`src/rtl/fp_trap_pkg.sv`:
```
package fp_trap_pkg;
  localparam int NFLAG = 6;
  localparam int F_INV = 0;
  localparam int F_DEN = 1;
  localparam int F_DZ  = 2;
  localparam int F_OVF = 3;
  localparam int F_UNF = 4;
  localparam int F_INX = 5;

  localparam int SIG_W   = 24;
  localparam int BIAS    = 127;
  localparam int REBIAS  = 192;
  localparam int EXP_MIN = -126;
  localparam int EXP_MAX = 127;

  typedef enum logic [2:0] {
    CAUSE_NONE = 3'd0,
    CAUSE_INV  = 3'd1,
    CAUSE_DEN  = 3'd2,
    CAUSE_DZ   = 3'd3,
    CAUSE_OVF  = 3'd4,
    CAUSE_UNF  = 3'd5,
    CAUSE_INX  = 3'd6
  } cause_e;

  typedef struct packed {
    logic             raise;
    cause_e           cause;
    logic [NFLAG-1:0] status;
    logic [31:0]      result;
  } verdict_t;
endpackage

```
`src/rtl/fp_opnd_class.sv`:
```
module fp_opnd_class (
  input  logic [31:0] opnd,
  output logic        is_nan,
  output logic [31:0] quieted
);
  always_comb begin
    is_nan  = (opnd[30:23] == 8'hFF) && (opnd[22:0] != 23'd0);
    quieted = {opnd[31:23], 1'b1, opnd[21:0]};
  end
endmodule

```
`src/rtl/fp_result_class.sv`:
```
module fp_result_class
  import fp_trap_pkg::*;
#(
  parameter int EXP_W = 10
) (
  input  logic                    sign,
  input  logic signed [EXP_W-1:0] exp_in,
  input  logic [SIG_W-1:0]        sig,
  input  logic                    nan,
  input  logic                    inf,
  input  logic                    ftz,
  output logic                    tiny,
  output logic                    huge,
  output logic [31:0]             bounded,
  output logic [31:0]             scaled_up,
  output logic [31:0]             scaled_dn
);
  localparam int EW = EXP_W + 2;
  localparam logic signed [EW-1:0] LIM_LO  = EW'(EXP_MIN);
  localparam logic signed [EW-1:0] LIM_HI  = EW'(EXP_MAX);
  localparam logic signed [EW-1:0] K_BIAS  = EW'(BIAS);
  localparam logic signed [EW-1:0] K_UP    = EW'(BIAS + REBIAS);
  localparam logic signed [EW-1:0] K_DN    = EW'(BIAS - REBIAS);
  localparam logic signed [EW-1:0] SH_MAX  = EW'(SIG_W);

  logic signed [EW-1:0] e;
  logic signed [EW-1:0] shamt;
  logic signed [EW-1:0] e_b;
  logic signed [EW-1:0] e_up;
  logic signed [EW-1:0] e_dn;
  logic [SIG_W-1:0]     den;
  logic                 is_zero;
  logic                 finite;

  always_comb begin
    e       = {{2{exp_in[EXP_W-1]}}, exp_in};
    finite  = !nan && !inf;
    is_zero = finite && (sig == '0);
    tiny    = finite && !is_zero && (e < LIM_LO);
    huge    = finite && !is_zero && (e > LIM_HI);
    shamt   = LIM_LO - e;
    e_b     = e + K_BIAS;
    e_up    = e + K_UP;
    e_dn    = e + K_DN;
    if (shamt >= SH_MAX) den = '0;
    else                 den = sig >> shamt[4:0];

    if (nan)                bounded = {sign, 8'hFF, 1'b1, sig[21:0]};
    else if (inf || huge)   bounded = {sign, 8'hFF, 23'd0};
    else if (is_zero)       bounded = {sign, 31'd0};
    else if (tiny)          bounded = ftz ? {sign, 31'd0} : {sign, 8'h00, den[22:0]};
    else                    bounded = {sign, e_b[7:0], sig[22:0]};

    scaled_up = {sign, e_up[7:0], sig[22:0]};
    scaled_dn = {sign, e_dn[7:0], sig[22:0]};
  end
endmodule

```
`src/rtl/fp_trap_decide.sv`:
```
module fp_trap_decide
  import fp_trap_pkg::*;
(
  input  logic [NFLAG-1:0] raw,
  input  logic [NFLAG-1:0] mask,
  input  logic             ftz,
  input  logic             daz,
  input  logic             nan_a,
  input  logic             nan_b,
  input  logic [31:0]      quiet_a,
  input  logic             res_nan,
  input  logic             tiny,
  input  logic             huge,
  input  logic [31:0]      bounded,
  input  logic [31:0]      scaled_up,
  input  logic [31:0]      scaled_dn,
  output verdict_t         verdict
);
  logic [NFLAG-1:0] eff;
  logic [NFLAG-1:0] en;
  logic             flush;

  always_comb begin
    eff        = raw;
    eff[F_DEN] = raw[F_DEN] && !raw[F_DZ] && !daz;
    en         = ~mask;
    flush      = ftz && tiny;

    verdict.raise  = 1'b0;
    verdict.cause  = CAUSE_NONE;
    verdict.status = eff;
    verdict.result = bounded;
    if (flush) begin
      verdict.status[F_INX] = 1'b1;
      verdict.status[F_UNF] = 1'b1;
    end

    if (en[F_INV] && raw[F_INV]) begin
      verdict.raise  = 1'b1;
      verdict.cause  = CAUSE_INV;
      verdict.status = '0;
      verdict.status[F_INV] = 1'b1;
    end else if (nan_a || nan_b) begin
      verdict.status = '0;
      verdict.status[F_INV] = raw[F_INV];
      if (nan_a && nan_b) verdict.result = quiet_a;
    end else if (en[F_DEN] && eff[F_DEN]) begin
      verdict.raise  = 1'b1;
      verdict.cause  = CAUSE_DEN;
      verdict.status = '0;
      verdict.status[F_DEN] = 1'b1;
    end else if (en[F_DZ] && raw[F_DZ]) begin
      verdict.raise  = 1'b1;
      verdict.cause  = CAUSE_DZ;
      verdict.status = '0;
      verdict.status[F_DZ] = 1'b1;
    end else if (res_nan) begin
      verdict.status = '0;
      verdict.status[F_INV] = 1'b1;
    end else if (en[F_UNF] && tiny) begin
      verdict.raise  = 1'b1;
      verdict.cause  = CAUSE_UNF;
      verdict.status = '0;
      verdict.status[F_UNF] = 1'b1;
      verdict.status[F_INX] = raw[F_INX];
      verdict.result = scaled_up;
    end else if (en[F_OVF] && huge) begin
      verdict.raise  = 1'b1;
      verdict.cause  = CAUSE_OVF;
      verdict.status = '0;
      verdict.status[F_OVF] = 1'b1;
      verdict.status[F_INX] = raw[F_INX];
      verdict.result = scaled_dn;
    end else if (en[F_INX] && (raw[F_INX] || flush)) begin
      verdict.raise  = 1'b1;
      verdict.cause  = CAUSE_INX;
      verdict.status = '0;
      verdict.status[F_INX] = 1'b1;
      verdict.status[F_UNF] = tiny;
      verdict.status[F_OVF] = huge;
    end
  end
endmodule

```
`src/rtl/fp_trap_resolver.sv`:
```
module fp_trap_resolver
  import fp_trap_pkg::*;
#(
  parameter int EXP_W = 10
) (
  input  logic                    clk,
  input  logic                    rst_n,
  input  logic                    in_valid,
  input  logic [31:0]             op_a,
  input  logic [31:0]             op_b,
  input  logic [NFLAG-1:0]        raw_flags,
  input  logic                    res_sign,
  input  logic signed [EXP_W-1:0] res_exp,
  input  logic [SIG_W-1:0]        res_sig,
  input  logic                    res_nan,
  input  logic                    res_inf,
  input  logic [NFLAG-1:0]        exc_mask,
  input  logic                    ftz,
  input  logic                    daz,
  output logic                    out_valid,
  output logic                    out_raise,
  output logic [2:0]              out_cause,
  output logic [NFLAG-1:0]        out_status,
  output logic [31:0]             out_result
);
  localparam int NOPND = 2;

  logic [31:0]      opnd    [NOPND];
  logic [NOPND-1:0] opnd_nan;
  logic [31:0]      opnd_q  [NOPND];
  logic             tiny, huge;
  logic [31:0]      bounded, scaled_up, scaled_dn;
  verdict_t         verdict_d, verdict_q;
  logic             valid_q;

  always_comb begin
    opnd[0] = op_a;
    opnd[1] = op_b;
  end

  for (genvar g = 0; g < NOPND; g++) begin : g_opnd
    fp_opnd_class u_cls (
      .opnd    (opnd[g]),
      .is_nan  (opnd_nan[g]),
      .quieted (opnd_q[g])
    );
  end

  fp_result_class #(.EXP_W(EXP_W)) u_res (
    .sign      (res_sign),
    .exp_in    (res_exp),
    .sig       (res_sig),
    .nan       (res_nan),
    .inf       (res_inf),
    .ftz       (ftz),
    .tiny      (tiny),
    .huge      (huge),
    .bounded   (bounded),
    .scaled_up (scaled_up),
    .scaled_dn (scaled_dn)
  );

  fp_trap_decide u_dec (
    .raw       (raw_flags),
    .mask      (exc_mask),
    .ftz       (ftz),
    .daz       (daz),
    .nan_a     (opnd_nan[0]),
    .nan_b     (opnd_nan[1]),
    .quiet_a   (opnd_q[0]),
    .res_nan   (res_nan),
    .tiny      (tiny),
    .huge      (huge),
    .bounded   (bounded),
    .scaled_up (scaled_up),
    .scaled_dn (scaled_dn),
    .verdict   (verdict_d)
  );

  always_ff @(posedge clk or negedge rst_n) begin
    if (!rst_n) begin
      valid_q   <= 1'b0;
      verdict_q <= '0;
    end else begin
      valid_q <= in_valid;
      if (in_valid) verdict_q <= verdict_d;
    end
  end

  always_comb begin
    out_valid  = valid_q;
    out_raise  = verdict_q.raise;
    out_cause  = verdict_q.cause;
    out_status = verdict_q.status;
    out_result = verdict_q.result;
  end
endmodule

```
`config.mk`:
```
export PLATFORM = sky130hd
export DESIGN_NAME = fp_trap_resolver
export DESIGN_NICKNAME = d
export VERILOG_FILES = /design/src/rtl/fp_trap_pkg.sv /design/src/rtl/fp_opnd_class.sv /design/src/rtl/fp_result_class.sv /design/src/rtl/fp_trap_decide.sv /design/src/rtl/fp_trap_resolver.sv
export SDC_FILE = /design/constraint.sdc
export NUM_CORES = 1
export LEC_CHECK = 0
export BUFFER_PORTS_ARGS = -buffer_cell sky130_fd_sc_hd__buf_4
export CORE_MARGIN = 5
export CORE_UTILIZATION = 30
export DETAILED_ROUTE_END_ITERATION = 8
export GPL_TIMING_DRIVEN = 0
export PLACE_DENSITY = 0.53
export SYNTH_ARGS = -nofsm -noshare
export SYNTH_HDL_FRONTEND = slang
export SYNTH_HIERARCHICAL = 1
export SYNTH_SLANG_ARGS = --single-unit
```
`constraint.sdc`:
```
create_clock -name clk -period 1.8 [get_ports clk]
set_input_delay 0.36 -clock clk [delete_from_list [all_inputs] [get_ports clk]]
set_output_delay 0.36 -clock clk [all_outputs]
set_load 0.1 [all_outputs]
```
# Word-level counts from Yosys, hierarchy flattened
# Cells that the tools add are included.
# totals
register_bits	43
elab_cells	67
inputBits	118
out_inout_bits	43
# op_classes
addsub	4
eq_ne	2
n_bitwise	1
shift	1
reduce_logical	28
mux	23
magnitude_cmp	3
# op_table
cell	n
32-bit two-way mux	5
31-bit two-way mux	5
10-bit two-way mux	5
23-bit two-way mux	2
23-bit nonzero test	2
42-bit two-way mux	1
38-bit two-way mux	1
24-bit zero test	1
24-bit by 5-bit >> shifter with 23-bit output	1
1-bit logical AND	17
8-bit adder (second input constant)	2
8-bit equality test (second input constant)	2
12-bit by 6-bit >= comparator with 1-bit output (second input constant)	1
8-bit by 10-bit subtractor with 11-bit output (first input constant)	1
10-bit by 8-bit greater-than comparator with 1-bit output (second input constant)	1
10-bit by 8-bit less-than comparator with 1-bit output (second input constant)	1
8-bit by 7-bit adder with 8-bit output (second input constant)	1
4-bit two-way mux	2
6-bit two-way mux	1
6-bit inverter	1
1-bit zero test	5
1-bit logical OR	3
2-bit two-way mux	1

# Longest topological paths before layout
# Gate-level depths: netlist (run 1).
# depth
word_depth	17
ltp_mapped	17
ltp_nobuf	13

# Modules after synthesis
# The synthesis (run 1) kept the hierarchy.
# by_module_without_submodules
module	seq_area_each_um2	area_per_inst_um2	n_inst	cells_per_inst
fp_result_class	0.0	2780.2	1	375
fp_trap_decide	0.0	2143.3	1	307
fp_trap_resolver	1076.0	1790.5	1	90
fp_opnd_class	0.0	332.8	2	45

# Worst setup path before layout (run 1)
# No wires, ideal clock.
# synth_path
path_kind	input to register
startpoint	in res_exp[0]
endpoint	reg verdict_q, in the netlist out_result[0]
path_slack_ns	-2.274
stages	15
t_required_ns	1.674
setup_ns	0.126
arrival_time_ns	3.947
path_buffers	4
cell_sequence	buf_2 -> clkinv_1 -> buf_2 -> ha_1 -> buf_2 -> buf_1 -> mux4_2 -> mux4_2 -> a22oi_1 -> o21ai_0 -> mux2_2 -> a22oi_1 -> nor2_1 -> a221o_1 -> mux2_4
# synth_lines
item	line_no	rtl
start: declaration	fp_trap_resolver.sv:13	input logic signed [EXP_W-1:0] res_exp,
end signal: assignment	fp_trap_resolver.sv:86	if (in_valid) verdict_q <= verdict_d;
end: declaration	fp_trap_resolver.sv:33	verdict_t verdict_d, verdict_q;

==> flow_summary.yaml, run 1 <==
status:
  run_status: "finished, violations left"
  violations: "negative setup slack"
sta:
  worst_pin_slew_ns: 0.709
  finalCritPeriodShare_pct: 191
  hold_viol: 0
  rsz0062_at_grt: "yes"
  maxSlewViolCount: 0
  slew_headroom_pct: 52.8
  max_freq_mhz: 291
  fin_worst_skew_ns: 0
  period_minus_slack_ns: 3.44
  fin_ws_ns: -1.64
  setup_viol: 42
  tns_ns: -53.45
clock_tree:
  root_buffer: "clkbuf_16"
  clockBufferDepth: 2
  hold_buffers: 0
  cts.clk_slew.worst_paths_ns: 0.07
  cts.sinks: 43
  clock_latency_ns: 0.29
  htreeDepth: 2
  cts_made_buffers: 5
  cts_tree: "built"
cells_and_area:
  layout_common_cells: "buf_4 (297), nor2_1 (80), mux2_4 (68), dfrtp_1 (43), nand2_1 (39)"
  nets: 1192
  drive_gt1_share_pct: 63.5
  diodes: 0
  layout_commonest_cell: "buf_4"
  areaGrowthSynthToFinish_pct: 54.5
  fillers: 2249
  final_area_mm2: 0.0110
  multi_input_area_mm2: 0.00613
  seq_area_mm2: 0.00108
die:
  chipHeight_um: 164
  rows: 56
  die_x_um: 164
  pin_count: 161
  initial_utilization_pct: 30.4
  coreArea_mm2: 0.0235
  die_area_mm2: 0.0270
worst_setup_path:
  path_delay_family: "multiplexers"
  crit_required_ns: 1.98
  crit_type: "input pin to flop"
  crit_path_top_delay_cell: "mux4_2"
  cp.arrival_ns: 3.62
  r2r_cells: 1
  cp_max_fo: 6
  crit_chain: "buf_8 -> buf_12 -> clkinv_8 -> buf_12 -> ha_4 -> mux2_2 -> mux2_2 -> mux4_2 -> a21boi_4 -> a21oi_2 -> nor2_2 -> mux2_2 -> a22oi_2 -> nor2_1 -> a221o_1 -> mux2_4"
  critical_path_depth: 16
  critPathBufInv: 4
  crit_top_cell: "mux2_2"
  slowest_delay_ns: 0.51
  start_kind: "input pin"
  cp-end-kind: "flop"
placed_design:
  post-dp-hpwl_um: 21000
  portBuffers: 155
  post_dp_cell_area_mm2: 0.00897
  gp_congestion: 0.901
synthesis:
  yosys_warnings: 6
  syn_nets: 950
  syn_avg_cell_area_um2: 8.61
  syn-cell-area_mm2: 0.00714
  synth_cells: 829
route:
  drt_iter0_drc: 460
  via_count: 7478
  viasPerCell: 5.38
  routed_wl_um: 28500
  dr.pass1.iters: 5
  final_antenna_net_count: 0
  wire_per_inst_um: 20.5
  drcViolationCount: 0
global_routing:
  grt_pass1_wl_um: 42800
  grt_max_degree: 44
  grt_pass1_vias: 7558
  grt_usage_pct: 20.1
  grt_overflow: 0
  grt_antenna_before_repair: 0
power:
  intPower_mw: 3.34
  peakVddDrop_v: 0.000303
  power.leakage_nw: 4.65
  netSwitchingPower_mw: 2.81
  p_per_area_mw_per_mm2: 557
  p_comb_share_pct: 63.6
  switching_share_pct: 45.7
  p_clk_share_pct: 17.3
  pwr-share-seq_pct: 19.1
hold_path:
  min_path_type: "input pin to asynchronous set/reset pin"
job:
  max_cap_violations: 0
-- metrics by stage --
step | setup WS, ns | util [%] | hold slack [ns] | std cells | total power, mW
CTS | -1.60 | 44.9 | 0.0817 | 1378 | 6.01
global placement | -2.20 | 38.2 | 0.396 | 1303 | 4.44
floorplan | -1.60 | - | 0.0644 | 829 | 3.53
global route | -1.71 | 47.0 | 0.101 | 1391 | 6.40
detailed placement | -2.19 | 38.2 | 0.392 | 1303 | 4.44
finish | -1.64 | 47.0 | 0.0610 | 1391 | 6.14
-- layer usage --
layer | track usage, % | share of wire (%) | wire length (um)
met3 | 2.89 | 5.8 | 1650
met4 | 4.54 | 2.1 | 601
met1 | 26.7 | 44 | 12500
met5 | 0 | 0 | 0
met2 | 34.4 | 48 | 13700
-- path summary, 6_finish.rpt --
| check | startpoint | endpoint | slack, ns |
|---|---|---|---|
| hold reg to reg | out_status[3] | out_status[3] | 0.51 |
| setup reg to reg | out_result[22] | out_result[22] | 1.01 |
| min in group clk | in_valid | out_valid | 0.19 |
| hold / removal | rst_n | out_result[27] | 0.06 |
| setup / recovery | res_exp[0] | out_result[10] | -1.64 |
| max in group asynchronous | rst_n | out_result[0] | 1.33 |
-- area by class of cell --
| cell class | count | share of cell area, % |
|---|---|---|
| plain buffers | 150 | 11.3 |
| clock buffers | 5 | 1.13 |
| clock inverters | 3 | 0.397 |
| inverters | 9 | 0.420 |
| multi-input cells | 626 | 55.6 |
| flip-flops and latches | 43 | 9.76 |
| well taps | 319 | 3.62 |
| repair buffers | 236 | 17.8 |
-- power by group through the flow --
stage / Clock [mW] / Sequential [mW] / Combinational, mW
after floorplan: 0 / 2.11 / 1.43
after global placement: 0 / 1.19 / 3.25
after detailed placement: 0 / 1.19 / 3.25
after CTS: 1.09 / 1.17 / 3.74
after global routing: 1.14 / 1.19 / 4.07
final: 1.06 / 1.17 / 3.91
-- repair_timing --
action / in CTS / in global routing
gates resized for setup: 182 / 97
setup endpoints to repair: 42 / 42
buffers inserted: 62 / 18
pin swaps: 70 / 67
cloned: 7 / 0
-- sequential cells by signal, indices dropped and copies added (netlist names) --
signal,flops
out_status,6
out_result,32
out_raise,1
out_cause,3
out_valid,1
No activity file was read; power rests on OpenSTA's default activity.
==> run 2: changes to the inputs <==
Settings changed: CELL_PAD_IN_SITES_DETAIL_PLACEMENT set to 0, CELL_PAD_IN_SITES_GLOBAL_PLACEMENT set to 2, PLACE_DENSITY 0.53 to 0.79, SETUP_SLACK_MARGIN set to 0.4.
==> run 2 against run 1 <==
  * Via count up 1.8%
  * Sequential share of layout area down 0.12 points
  * Clock skew unchanged
  * Die area unchanged
  * Sequential power about the same
  * Maximum frequency up 0.44%
  * Utilization up 0.58 points
  * Count of clock-buffer cells in the layout up 1
  * Non-clock buffer count up 31
  * Global-route usage up 0.70 points
  * Setup slack better by 0.015 ns
  * Critical path depth up 2
  * The flow still finishes with violations (negative setup slack)
==> flow_summary.yaml, run 2 (synthesized netlist as in run 1, its figures left out) <==
status:
  run_status: "finished, violations left"
  violations: "negative setup slack"
hold_path:
  min_path_type: "input pin to asynchronous set/reset pin"
power:
  p_per_area_mw_per_mm2: 540
  peakVddDrop_v: 0.000525
  power.leakage_nw: 4.75
route:
  dr.pass1.iters: 7
  viasPerCell: 5.35
  via_count: 7609
  drcViolationCount: 0
  final_antenna_net_count: 0
  wire_per_inst_um: 20.6
  routed_wl_um: 29300
  drt_iter0_drc: 397
clock_tree:
  clockBufferDepth: 2
  cts.sinks: 43
  cts_made_buffers: 5
  cts_tree: "built"
  cts.clk_slew.worst_paths_ns: 0.07
  clock_latency_ns: 0.28
  htreeDepth: 2
  root_buffer: "clkbuf_16"
sta:
  period_minus_slack_ns: 3.43
  worst_pin_slew_ns: 0.884
  hold_viol: 0
  max_freq_mhz: 292
  rsz0062_at_grt: "yes"
  slew_headroom_pct: 40.9
  setup_viol: 42
  fin_ws_ns: -1.63
  finalCritPeriodShare_pct: 190
  maxSlewViolCount: 0
  fin_worst_skew_ns: 0
placed_design:
  post-dp-hpwl_um: 21800
  gp_congestion: 0.865
  portBuffers: 155
  post_dp_cell_area_mm2: 0.00897
cells_and_area:
  drive_gt1_share_pct: 63.2
  nets: 1223
  multi_input_area_mm2: 0.00605
  final_area_mm2: 0.0112
  fillers: 2256
  final_util_pct: 47.6
  layout_common_cells: "buf_4 (326), nor2_1 (84), mux2_4 (66), nand2_1 (44), dfrtp_1 (43)"
  diodes: 0
  layout_commonest_cell: "buf_4"
  seq_area_mm2: 0.00108
  areaGrowthSynthToFinish_pct: 56.4
  largest_register_ffs: 32
global_routing:
  grt_pass1_wl_um: 44100
  grt_antenna_before_repair: 0
  grt_busiest_layer: "met2"
  grt_usage_pct: 20.8
  grt_overflow: 0
  grt_pass1_vias: 7577
  grt_max_degree: 44
  use_met3_pct: 3.01
  use_met2_pct: 36.0
  grtUsageMet1_pct: 28.1
worst_setup_path:
  crit_required_ns: 2.04
  start_kind: "input pin"
  crit_type: "input pin to flop"
  cp_max_fo: 6
  cp-startpoint: "res_exp[0]"
  r2r_cells: 1
  reg2reg_from: "out_result[22]"
  cp.arrival_ns: 3.66
  cp-end-kind: "flop"
die:
  initial_utilization_pct: 30.4
  coreArea_mm2: 0.0235
  die_x_um: 164
  chipHeight_um: 164
  pin_count: 161
  rows: 56
  die_area_mm2: 0.0270
job:
  max_cap_violations: 0
[run 2: cell types whose count changed in the layout (fill, tap and decap cells not counted), sizes merged]
| cell | delta |
|---|---|
| buf | +33 |
| bufinv | -1 |
| clkbuf | -1 |
| clkinv | -1 |
| clkinvlp | +1 |
[run 2: metrics by stage]
| stage | hold slack, ns | setup slack, ns | power [mW] | instances | setup TNS (ns) |
|---|---|---|---|---|---|
| 2_1_floorplan | 0.0644 | -1.60 | 3.53 | 829 | -49.26 |
| 3_3_place_gp | 0.378 | -2.26 | 4.45 | 1303 | -73.61 |
| 3_5_place_dp | 0.386 | -2.19 | 4.46 | 1303 | -72.77 |
| 4_1_cts | 0.0735 | -1.61 | 5.83 | 1394 | -55.40 |
| 5_1_grt | 0.108 | -1.70 | 6.28 | 1422 | -62.59 |
| 6_report | 0.0607 | -1.63 | 6.03 | 1422 | -58.45 |
[run 2: metal layers]
layer | routed length (um) | vias up
li1 | - | 3598
met1 | 13000 | 3758
met3 | 1420 | 28
met5 | 0 | -
met2 | 14500 | 225
met4 | 282 | 0
[run 2: critical path, stage by stage]
cell and delay (ns):
buf_8 0.08, buf_12 0.10, clkinv_8 0.04, buf_12 0.11
ha_4 0.25, buf_8 0.15, buf_8 0.13, buf_12 0.12
mux2i_1 0.12, a2111oi_1 0.83, o21ai_0 0.25, a21oi_2 0.21
o211ai_1 0.12, nand2_2 0.13, mux2i_1 0.08, a21oi_1 0.23
a221o_1 0.20, mux2_4 0.14
[run 2: worst paths after layout]
| path | to | slack, ns |
|---|---|---|
| setup / recovery | out_result[5] | -1.63 |
| hold / removal | out_result[23] | 0.06 |
| setup reg to reg | out_result[22] | 1.00 |
| hold reg to reg | out_status[3] | 0.51 |
| max in group asynchronous | out_result[8] | 1.35 |
| min in group clk | out_valid | 0.19 |
[run 2: cell type report]
class	count	share of cell area, %
Clock inverter	2	0.112
Tap cell	319	3.58
Clock buffer	6	1.15
Multi-Input combinational cell	626	54.2
Sequential cell	43	9.64
Buffer	151	11.1
Inverter	9	0.415
Timing Repair Buffer	266	19.8
[run 2: report_power, final]
part	switching [mW]	internal [mW]
Sequential	0.0835	1.09
Combinational	2.32	1.62
Clock	0.402	0.513
Total	2.80	3.23
[run 2: repair_timing]
action                                  in CTS  in global routing
cloned                                       6                  1
hold buffers                                 0                  0
pin swaps                                   65                 71
buffers inserted                            77                 27
endpoints found under the setup margin      42                 42
gates resized for setup                    167                 91
endpoints found under the hold margin        0                  0
